==> src/rtl/rsup_pkg.sv <==
package rsup_pkg;

    typedef enum logic [1:0] {
        TSEL_LONG  = 2'b00,
        TSEL_MID   = 2'b01,
        TSEL_SHORT = 2'b10,
        TSEL_OFF   = 2'b11
    } tsel_e;

    typedef enum logic [1:0] {
        SPI_CMD,
        SPI_WDATA,
        SPI_READ,
        SPI_IGNORE
    } spi_st_e;

    typedef struct packed {
        logic [1:0] rsvd_hi;
        tsel_e      tsel;
        logic [1:0] rsvd_mid;
        logic       wel;
        logic       rsvd_lo;
    } status_t;

    localparam logic [7:0] OP_LATCH_SET = 8'h06;
    localparam logic [7:0] OP_LATCH_CLR = 8'h04;
    localparam logic [7:0] OP_STAT_RD   = 8'h05;
    localparam logic [7:0] OP_STAT_WR   = 8'h01;

    function automatic status_t pack_status(tsel_e t, logic w);
        status_t s;
        s      = '0;
        s.tsel = t;
        s.wel  = w;
        return s;
    endfunction

endpackage

==> src/rtl/rsup_ms_tick.sv <==
module rsup_ms_tick #(
    parameter int unsigned CLK_HZ = 50_000_000
) (
    input  logic clk,
    input  logic rst,
    output logic tick_o
);
    localparam int unsigned DIV = (CLK_HZ / 1000 < 2) ? 2 : CLK_HZ / 1000;
    localparam int unsigned CW  = $clog2(DIV);

    logic [CW-1:0] cnt;

    always_ff @(posedge clk) begin
        if (rst) begin
            cnt    <= '0;
            tick_o <= 1'b0;
        end else begin
            tick_o <= (cnt == CW'(DIV - 1));
            cnt    <= (cnt == CW'(DIV - 1)) ? '0 : cnt + 1'b1;
        end
    end
endmodule

==> src/rtl/rsup_spi_port.sv <==
module rsup_spi_port
    import rsup_pkg::*;
(
    input  logic  clk,
    input  logic  rst,
    input  logic  sck_i,
    input  logic  csn_i,
    input  logic  mosi_i,
    input  logic  hold_i,
    output logic  miso_o,
    output tsel_e tsel_o,
    output logic  wel_o,
    output logic  kick_o
);
    logic      sck_q, csn_q;
    logic      sck_rise, sck_fall, cs_act, byte_done;
    logic [2:0] bit_cnt;
    logic [6:0] in_sr;
    logic [7:0] out_sr, rx_byte;
    logic      miso_q, wel_q;
    tsel_e     tsel_q;
    spi_st_e   state;
    status_t   stat;

    assign cs_act    = ~csn_i;
    assign sck_rise  = sck_i & ~sck_q;
    assign sck_fall  = ~sck_i & sck_q;
    assign byte_done = cs_act & sck_rise & (bit_cnt == 3'd7);
    assign rx_byte   = {in_sr, mosi_i};
    assign kick_o    = csn_i ^ csn_q;

    always_comb stat = pack_status(tsel_q, wel_q);

    always_ff @(posedge clk) begin
        if (rst) begin
            sck_q   <= 1'b0;
            csn_q   <= 1'b1;
            bit_cnt <= '0;
            in_sr   <= '0;
            out_sr  <= '0;
            miso_q  <= 1'b0;
            wel_q   <= 1'b0;
            tsel_q  <= TSEL_LONG;
            state   <= SPI_CMD;
        end else begin
            sck_q <= sck_i;
            csn_q <= csn_i;
            if (!cs_act) begin
                state   <= SPI_CMD;
                bit_cnt <= '0;
                miso_q  <= 1'b0;
            end else begin
                if (sck_rise) begin
                    in_sr   <= {in_sr[5:0], mosi_i};
                    bit_cnt <= bit_cnt + 1'b1;
                end
                if (byte_done) begin
                    case (state)
                        SPI_CMD: begin
                            case (rx_byte)
                                OP_LATCH_SET: begin
                                    wel_q <= 1'b1;
                                    state <= SPI_IGNORE;
                                end
                                OP_LATCH_CLR: begin
                                    wel_q <= 1'b0;
                                    state <= SPI_IGNORE;
                                end
                                OP_STAT_RD: begin
                                    out_sr <= stat;
                                    state  <= SPI_READ;
                                end
                                OP_STAT_WR: state <= SPI_WDATA;
                                default:    state <= SPI_IGNORE;
                            endcase
                        end
                        SPI_WDATA: begin
                            if (wel_q) begin
                                tsel_q <= tsel_e'(rx_byte[5:4]);
                                wel_q  <= 1'b0;
                            end
                            state <= SPI_IGNORE;
                        end
                        default: ;
                    endcase
                end
                if (sck_fall && state == SPI_READ) begin
                    miso_q <= out_sr[7];
                    out_sr <= {out_sr[6:0], out_sr[7]};
                end
            end
            if (hold_i) wel_q <= 1'b0;
        end
    end

    assign miso_o = miso_q;
    assign tsel_o = tsel_q;
    assign wel_o  = wel_q;
endmodule

==> src/rtl/rsup_watchdog.sv <==
module rsup_watchdog
    import rsup_pkg::*;
#(
    parameter int unsigned SHORT_MS = 200,
    parameter int unsigned MID_MS   = 600,
    parameter int unsigned LONG_MS  = 1400
) (
    input  logic  clk,
    input  logic  rst,
    input  logic  tick_i,
    input  logic  kick_i,
    input  logic  hold_i,
    input  tsel_e tsel_i,
    output logic  expire_o
);
    localparam int unsigned CW = $clog2(LONG_MS + 1);

    logic [CW-1:0] cnt, lim;

    always_comb begin
        case (tsel_i)
            TSEL_SHORT: lim = CW'(SHORT_MS - 1);
            TSEL_MID:   lim = CW'(MID_MS - 1);
            default:    lim = CW'(LONG_MS - 1);
        endcase
    end

    always_ff @(posedge clk) begin
        if (rst || hold_i || kick_i || tsel_i == TSEL_OFF) begin
            cnt      <= '0;
            expire_o <= 1'b0;
        end else begin
            expire_o <= 1'b0;
            if (tick_i) begin
                if (cnt >= lim) begin
                    expire_o <= 1'b1;
                    cnt      <= '0;
                end else begin
                    cnt <= cnt + 1'b1;
                end
            end
        end
    end
endmodule

==> src/rtl/rsup_reset_gen.sv <==
module rsup_reset_gen #(
    parameter int unsigned HOLD_MS = 200
) (
    input  logic clk,
    input  logic rst,
    input  logic tick_i,
    input  logic low_i,
    input  logic expire_i,
    output logic reset_o
);
    localparam int unsigned HW = $clog2(HOLD_MS + 1);

    logic [HW-1:0] cnt;
    logic          active;

    always_ff @(posedge clk) begin
        if (rst || low_i || expire_i) begin
            active <= 1'b1;
            cnt    <= '0;
        end else if (active && tick_i) begin
            if (cnt == HW'(HOLD_MS - 1)) active <= 1'b0;
            else                         cnt    <= cnt + 1'b1;
        end
    end

    assign reset_o = active;
endmodule

==> src/rtl/rst_supervisor.sv <==
module rst_supervisor
    import rsup_pkg::*;
#(
    parameter int unsigned CLK_HZ      = 50_000_000,
    parameter int unsigned HOLD_MS     = 200,
    parameter int unsigned WD_SHORT_MS = 200,
    parameter int unsigned WD_MID_MS   = 600,
    parameter int unsigned WD_LONG_MS  = 1400
) (
    input  logic clk,
    input  logic rst,
    input  logic low_supply_i,
    input  logic sck_i,
    input  logic csn_wdi_i,
    input  logic mosi_i,
    output logic miso_o,
    output logic reset_o
);
    logic  tick, kick, wel, wd_expire;
    tsel_e tsel;

    rsup_ms_tick #(.CLK_HZ(CLK_HZ)) tick_i (
        .clk(clk), .rst(rst), .tick_o(tick)
    );

    rsup_spi_port spi_i (
        .clk(clk), .rst(rst), .sck_i(sck_i), .csn_i(csn_wdi_i),
        .mosi_i(mosi_i), .hold_i(reset_o), .miso_o(miso_o),
        .tsel_o(tsel), .wel_o(wel), .kick_o(kick)
    );

    rsup_watchdog #(
        .SHORT_MS(WD_SHORT_MS), .MID_MS(WD_MID_MS), .LONG_MS(WD_LONG_MS)
    ) wdog_i (
        .clk(clk), .rst(rst), .tick_i(tick), .kick_i(kick),
        .hold_i(reset_o), .tsel_i(tsel), .expire_o(wd_expire)
    );

    rsup_reset_gen #(.HOLD_MS(HOLD_MS)) rgen_i (
        .clk(clk), .rst(rst), .tick_i(tick), .low_i(low_supply_i),
        .expire_i(wd_expire), .reset_o(reset_o)
    );
endmodule

==> config.mk <==
export PLATFORM = sky130hd
export DESIGN_NAME = rst_supervisor
export DESIGN_NICKNAME = d
export VERILOG_FILES = /design/src/rtl/rsup_pkg.sv /design/src/rtl/rsup_ms_tick.sv /design/src/rtl/rsup_spi_port.sv /design/src/rtl/rsup_watchdog.sv /design/src/rtl/rsup_reset_gen.sv /design/src/rtl/rst_supervisor.sv
export SDC_FILE = /design/constraint.sdc
export NUM_CORES = 1
export LEC_CHECK = 0
export BUFFER_PORTS_ARGS = -buffer_cell sky130_fd_sc_hd__buf_2
export CORE_ASPECT_RATIO = 0.75
export CORE_MARGIN = 2
export CORE_UTILIZATION = 45
export DETAILED_ROUTE_END_ITERATION = 12
export SYNTH_ARGS = -nofsm -noshare
export SYNTH_HDL_FRONTEND = slang
export SYNTH_SLANG_ARGS = --single-unit
==> constraint.sdc <==
create_clock -name clk -period 2.1 [get_ports clk]
set_clock_uncertainty 0.1 [all_clocks]
set_input_delay 0.105 -clock clk [delete_from_list [all_inputs] [get_ports clk]]
set_output_delay 0.105 -clock clk [all_outputs]
set_load 0.1 [all_outputs]
## After elaboration in Yosys (flattened, before gate mapping)

Cells that the tools add are included.
W data, S select, Z words.

- Output and inout port bits: 2
- Input bits: 6
- Word-level logic and storage cells: 77
- Flip-flop bits (word level): 64

- Bitwise gates (word level): 10
- Mux-type cells: 11
- $add $sub $neg: 4
- Order comparisons: 1
- Reductions and logical operators: 23
- Equality and inequality tests: 13

Operator list:

| operator | number |
|---|---|
| $mux W8 | 4 |
| $eq A8 B3 Y1 const B | 3 |
| $pmux W11 S2 | 1 |
| $add A16 B1 Y16 const B | 1 |
| $eq A16 B16 Y1 const B | 1 |
| $reduce_and A4 Y1 | 3 |
| $add A11 B1 Y11 const B | 1 |
| $ge A11 B11 Y1 | 1 |
| $mux W11 | 1 |
| $add A8 B1 Y8 const B | 1 |
| $eq A8 B1 Y1 const B | 1 |
| $eq A8 B8 Y1 const B | 1 |
| $pmux W2 S2 | 2 |
| $reduce_and A2 Y1 | 4 |
| $reduce_bool A2 Y1 | 4 |
| $reduce_or A2 Y1 | 4 |
| $eq A2 B2 Y1 const B | 3 |
| $logic_or A1 B1 Y1 | 5 |
| $not A1 Y1 | 5 |
| $and A1 B1 Y1 | 4 |
| $eq A2 B1 Y1 const B | 2 |
| $pmux W1 S2 | 2 |
| $add A3 B1 Y3 const B | 1 |
| $eq A3 B3 Y1 const B | 1 |
| other kinds (5) | 6 |

## Longest topological paths before layout

- Depth after elaboration: 6
- Gate-level depth with buffers: 9
- Mapped depth without buffers: 9

## By module

A second synthesis with hierarchy kept.

- Cells, all modules: 360
- Area total of the unflattened synthesis: 3318.2 um^2

By module, submodules not included:

| module | instances | area an instance (um^2) | cells each |
|---|---|---|---|
| rsup_spi_port | 1 | 1212.4 | 129 |
| rsup_watchdog | 1 | 847.1 | 95 |
| rsup_ms_tick | 1 | 788.3 | 82 |
| rsup_reset_gen | 1 | 470.5 | 54 |

## Worst setup path after synthesis

Ideal clock, no wire load.

- Kind: register -> register
- Start point: register spi_i.tsel_q[0] (netlist: spi_i.tsel_o[0])
- End point: register wdog_i.expire_o
- Path buffers: 0
- Slack: -0.165 ns
- Stages on the path, launching flop included: 10
- Data arrival time: 2.051 ns
- Cell sequence: dfxtp_1 -> inv_1 -> ha_1 -> inv_1 -> ha_1 -> a21oi_1 -> nor2_1 -> a211oi_2 -> a21boi_0 -> nor2b_1

- Longest elaborated chain between the ends: 4

Ends and longest elaborated chain:

| what | RTL line | source |
|---|---|---|
| start: declaration | rsup_spi_port.sv:21 | `tsel_e tsel_q;` |
| start signal: assignment | rsup_spi_port.sv:79 | `tsel_q <= tsel_e'(rx_byte[5:4]);` |
| $eq A2 B1 Y1 or $eq A2 B2 Y1 (tied branches) | rsup_watchdog.sv:21 | `case (tsel_i)` |
| $pmux W11 S2 | rsup_watchdog.sv:21 |  |
| $ge A11 B11 Y1 | rsup_watchdog.sv:35 | `if (cnt >= lim) begin` |
| $mux W1 | rsup_watchdog.sv:35 |  |
| end signal: assignment | rsup_watchdog.sv:31 | `expire_o <= 1'b0;` |
| end signal: assignment | rsup_watchdog.sv:33 | `expire_o <= 1'b0;` |
| end signal: assignment | rsup_watchdog.sv:36 | `expire_o <= 1'b1;` |
| end: declaration | rsup_watchdog.sv:14 | `output logic expire_o` |

Parallel ways exist; a longest one is shown, timed or not.
A chain may end at the register's enable or synchronous reset.

## Final worst setup path

- Start point: register spi_i.tsel_q[0] (netlist: spi_i.tsel_o[0])
- End point: register wdog_i.cnt[4]

- Longest elaborated chain between the ends: 4

Ends and longest elaborated chain:

| what | RTL line | source |
|---|---|---|
| $eq A2 B1 Y1 or $eq A2 B2 Y1 (tied branches) | rsup_watchdog.sv:21 |  |
| $pmux W11 S2 | rsup_watchdog.sv:21 |  |
| $ge A11 B11 Y1 | rsup_watchdog.sv:35 |  |
| $mux W11 | rsup_watchdog.sv:35 |  |
| end signal: assignment | rsup_watchdog.sv:39 | `cnt <= cnt + 1'b1;` |
| end: declaration | rsup_watchdog.sv:18 | `logic [CW-1:0] cnt, lim;` |

Parallel ways exist; a longest one is shown, timed or not.

==> impl_results.md <==
* Status: finished, final reports clean
* Worst-path clk slew at 0.07 ns
* First-pass GRT wire length at 9370 um
* IO Pins at 8
* Cell Chain, Critical Path: inv_2 -> ha_4 -> inv_4 -> ha_4 -> a21oi_2 -> nor2_2 -> a211oi_4 -> buf_6 -> nand4_1 -> a31oi_1
* Most Frequent Cell on Critical Path: ha_4
* RSZ-0062 raised after global routing: true
* Worst Setup EP: wdog_i.cnt[4]
* Main combinational cell family by area after synthesis: simple AND/OR/NAND/NOR gates
* Slowest CP cell: dfxtp_2
* Initial antenna violation count at 0
* Initial DRC count at 89
* Overall Power at 2.459 mW
* DRC violations left at 0
* XOR/XNOR Fraction of Synth Area at 8.218%
* Seq cells post-synth at 64
* Crit Path Class: reg -> reg
* Synth Area in Simple Gates at 26.25%
* Fin. Hold Viols at 0
* H-tree depth at 3
* Rel. slew slack at 60.09%
* Gr ovfl total at 0
* Synth Cell Area at 2984 um2
* Die Footprint at between 7000 and 8000 um2
* Via count at 2275
* Worst Max-Slew Pin Slew at 0.5931 ns
* Post-layout min period at 2.010 ns
* Layout cells sized above 1 at 17.45%
* Core ar. at roughly 6300 um2
* CP Launch Type: flop
* Multi-input logic area at 1697 um2
* Fmax at 0.4974 GHz
* Worst Setup SP: spi_i.tsel_o[0]
* Setup-failing EPs final at 0
* Kind of cell adding the most delay to the critical path: compound AO/OA/AOI/OAI gates
* Clock sink total at 64
* GRT Total Usage at 16.40%
* P&R area growth vs syn at 17.78%
* Syn_area_per_cell at 8.961 um2
* Async SR Flop Fraction at 0%
* DP HPWL at 3899 um
* Synth Flop Type: dfxtp_1
* Leak at 1.219 nW
* Cell count along the critical path at 10
* Post-CTS Setup Bufs at 0
* Worst path max stage delay at 0.33 ns
* Number of buffers and inverters on the critical path at 3
* Post-synth EDFFs at 0
* Crit-path max FO at 5
* Fill count at 577
* Syn_nets at 354
* Post-synthesis mux area share at 4.696%
* Routability cong. at 0.7492
* CTS tree: built
* Maximum vdd drop at 0.4483 mV
* Final worst path period share at 95.73%
* CTS Buffer Depth at 2
* TNS Setup at 0 ns
* Routed Antenna Nets at 0
* DR pass1 iterations at 4
* Crit path required time at 2.27 ns
* R2R Path Start: spi_i.tsel_o[0]
* Flop2flop setup slack at 0.09 ns
* Unique cell type count in the Yosys netlist at 44
* Row count at 25
* Reg2reg path depth at 10
* Register Area at about 1300 um2
* I/O Buffers at 7
* Crit. End Element: flop
* Clock root buffer: clkbuf_8
* Gate Count Post-Synth at 333
* Worst-skew pair later-pin latency at ~0.35 ns
* Warnings, synthesis at 0
* Die height at around 75 um
* Via density per instance at 5.147
* Sequential area share after synthesis at a little over two fifths
* Slew Limit Fails at 0
* Worst hold path type: in -> reg
* Layout Nets at 377
* P per Cell Area at 699.6 nW/um2
* WL final at ~5700 um
* Largest net degree at the start of global routing at 21
* Worst Hold Margin at around 0.037 ns
* Starting density of the core at 47.00%
* Worst EP arrival at about 2.2 ns
* Post-synthesis compound-gate area fraction at approximately 8.3%
* CTS Buf Count at 9
* Vias in the first global route at between 2000 and 2500
* Synth Area in Adders at approximately 6.3%
* Die Span X at between 90 and 100 um
* Reg2reg end: wdog_i.cnt[4]
* Max-cap violation count at 0
* Routed WL per cell at 12.84 um
* Ant diodes at 0
cell type report:
| type | instances | area share, % |
|---|---|---|
| clock buffers | 9 | 3.524 |
| clock inverters | 7 | 2.706 |
| inverters | 12 | 1.353 |
| multi-input cells | 246 | 48.27 |
| flip-flops and latches | 64 | 36.60 |
| well taps | 81 | 2.884 |
| repair buffers | 23 | 4.664 |
stage by stage:
stage          instance area [um2]  cells  utilization [%]  setup WS [ns]
2_1_floorplan                 2992    333                -        0.01788
3_3_place_gp                  3172    423            49.95         0.1155
3_5_place_dp                  3172    423            49.95        0.01096
4_1_cts                       3415    441            53.77       0.004824
5_1_grt                       3515    442            55.35       -0.06330
6_report                      3515    442            55.35        0.08963
cells in the mapped netlist, types with 11 or more instances:
cell type   n  share of area [%]
nand2_1    12                1.5
ha_1       15                6.3
nor3_1     13                2.2
inv_1      12                1.5
nand4_1    12                2.5
a21oi_1    11                1.8
nand3_1    18                3.0
dfxtp_1    64                 43
xnor2_1    14                4.1
mux2i_1    14                4.7
xor2_1     14                4.1
nor2_1     61                7.7
kinds of logic after synthesis:
group	Yosys count
adders and majority gates	15
muxes	14
buffers and inverters	23
and+or+nand+nor	154
xor gates and xnor gates	28
DFF	64
AOI/OAI and AO/OA	35
placed cells by master (no fill, tap or decap), drive strengths merged, types with 13 or more instances in the layout:
cell type and count:
ha 15, xnor2 14, inv 13, nand3 18
nor2 62, nor3 13, mux2i 14, buf 21
xor2 14, dfxtp 64
where the power goes:
group	internal (mW)	switching, mW	total, mW	leakage [nW]
registers	1.22	0.00737	1.23	0.518
logic	0.0274	0.0384	0.0658	0.592
clock network	0.669	0.495	1.16	0.110
total	1.92	0.541	2.46	1.22
flip-flops by register name, summed over array words and instances, names as in the netlist:
register and count:
rgen_i.cnt 8, tick_i.cnt 16, spi_i.tsel_o 2, spi_i.state 2, spi_i.csn_q 1, spi_i.in_sr 7, rgen_i.reset_o 1, wdog_i.cnt 11
wdog_i.expire_o 1, spi_i.miso_o 1, tick_i.tick_o 1, spi_i.out_sr 8, spi_i.bit_cnt 3, spi_i.sck_q 1, spi_i.wel_o 1
routing by layer:
metal	track usage (%)	vias to the layer above	wire, um
li1	-	1210	-
met1	23.36	1044	3130
met2	22.30	15	2287
met3	6.485	6	183
met4	6.019	0	75
met5	0	-	0
timing repair:
action / 4_1_cts / 5_1_grt
resized for setup: 1 / 20
gates cloned: 0 / 1
hold buffers: 2 / 0
setup endpoints to repair: 3 / 12
hold endpoints to repair: 2 / 0
pin swaps: 0 / 6
worst min path at each step:
stage / endpoint / slack, ns / cells after the start / startpoint
2_1_floorplan: spi_i.sck_q / 0.13 / 1 / sck_i
3_3_place_gp: spi_i.in_sr[0] / 0.31 / 3 / mosi_i
3_5_place_dp: spi_i.in_sr[0] / 0.32 / 3 / mosi_i
4_1_cts: spi_i.csn_q / 0.03 / 2 / csn_wdi_i
5_1_grt: spi_i.csn_q / 0.07 / 2 / csn_wdi_i
6_report: spi_i.csn_q / 0.04 / 2 / csn_wdi_i
(Power assumes the default switching activity.)
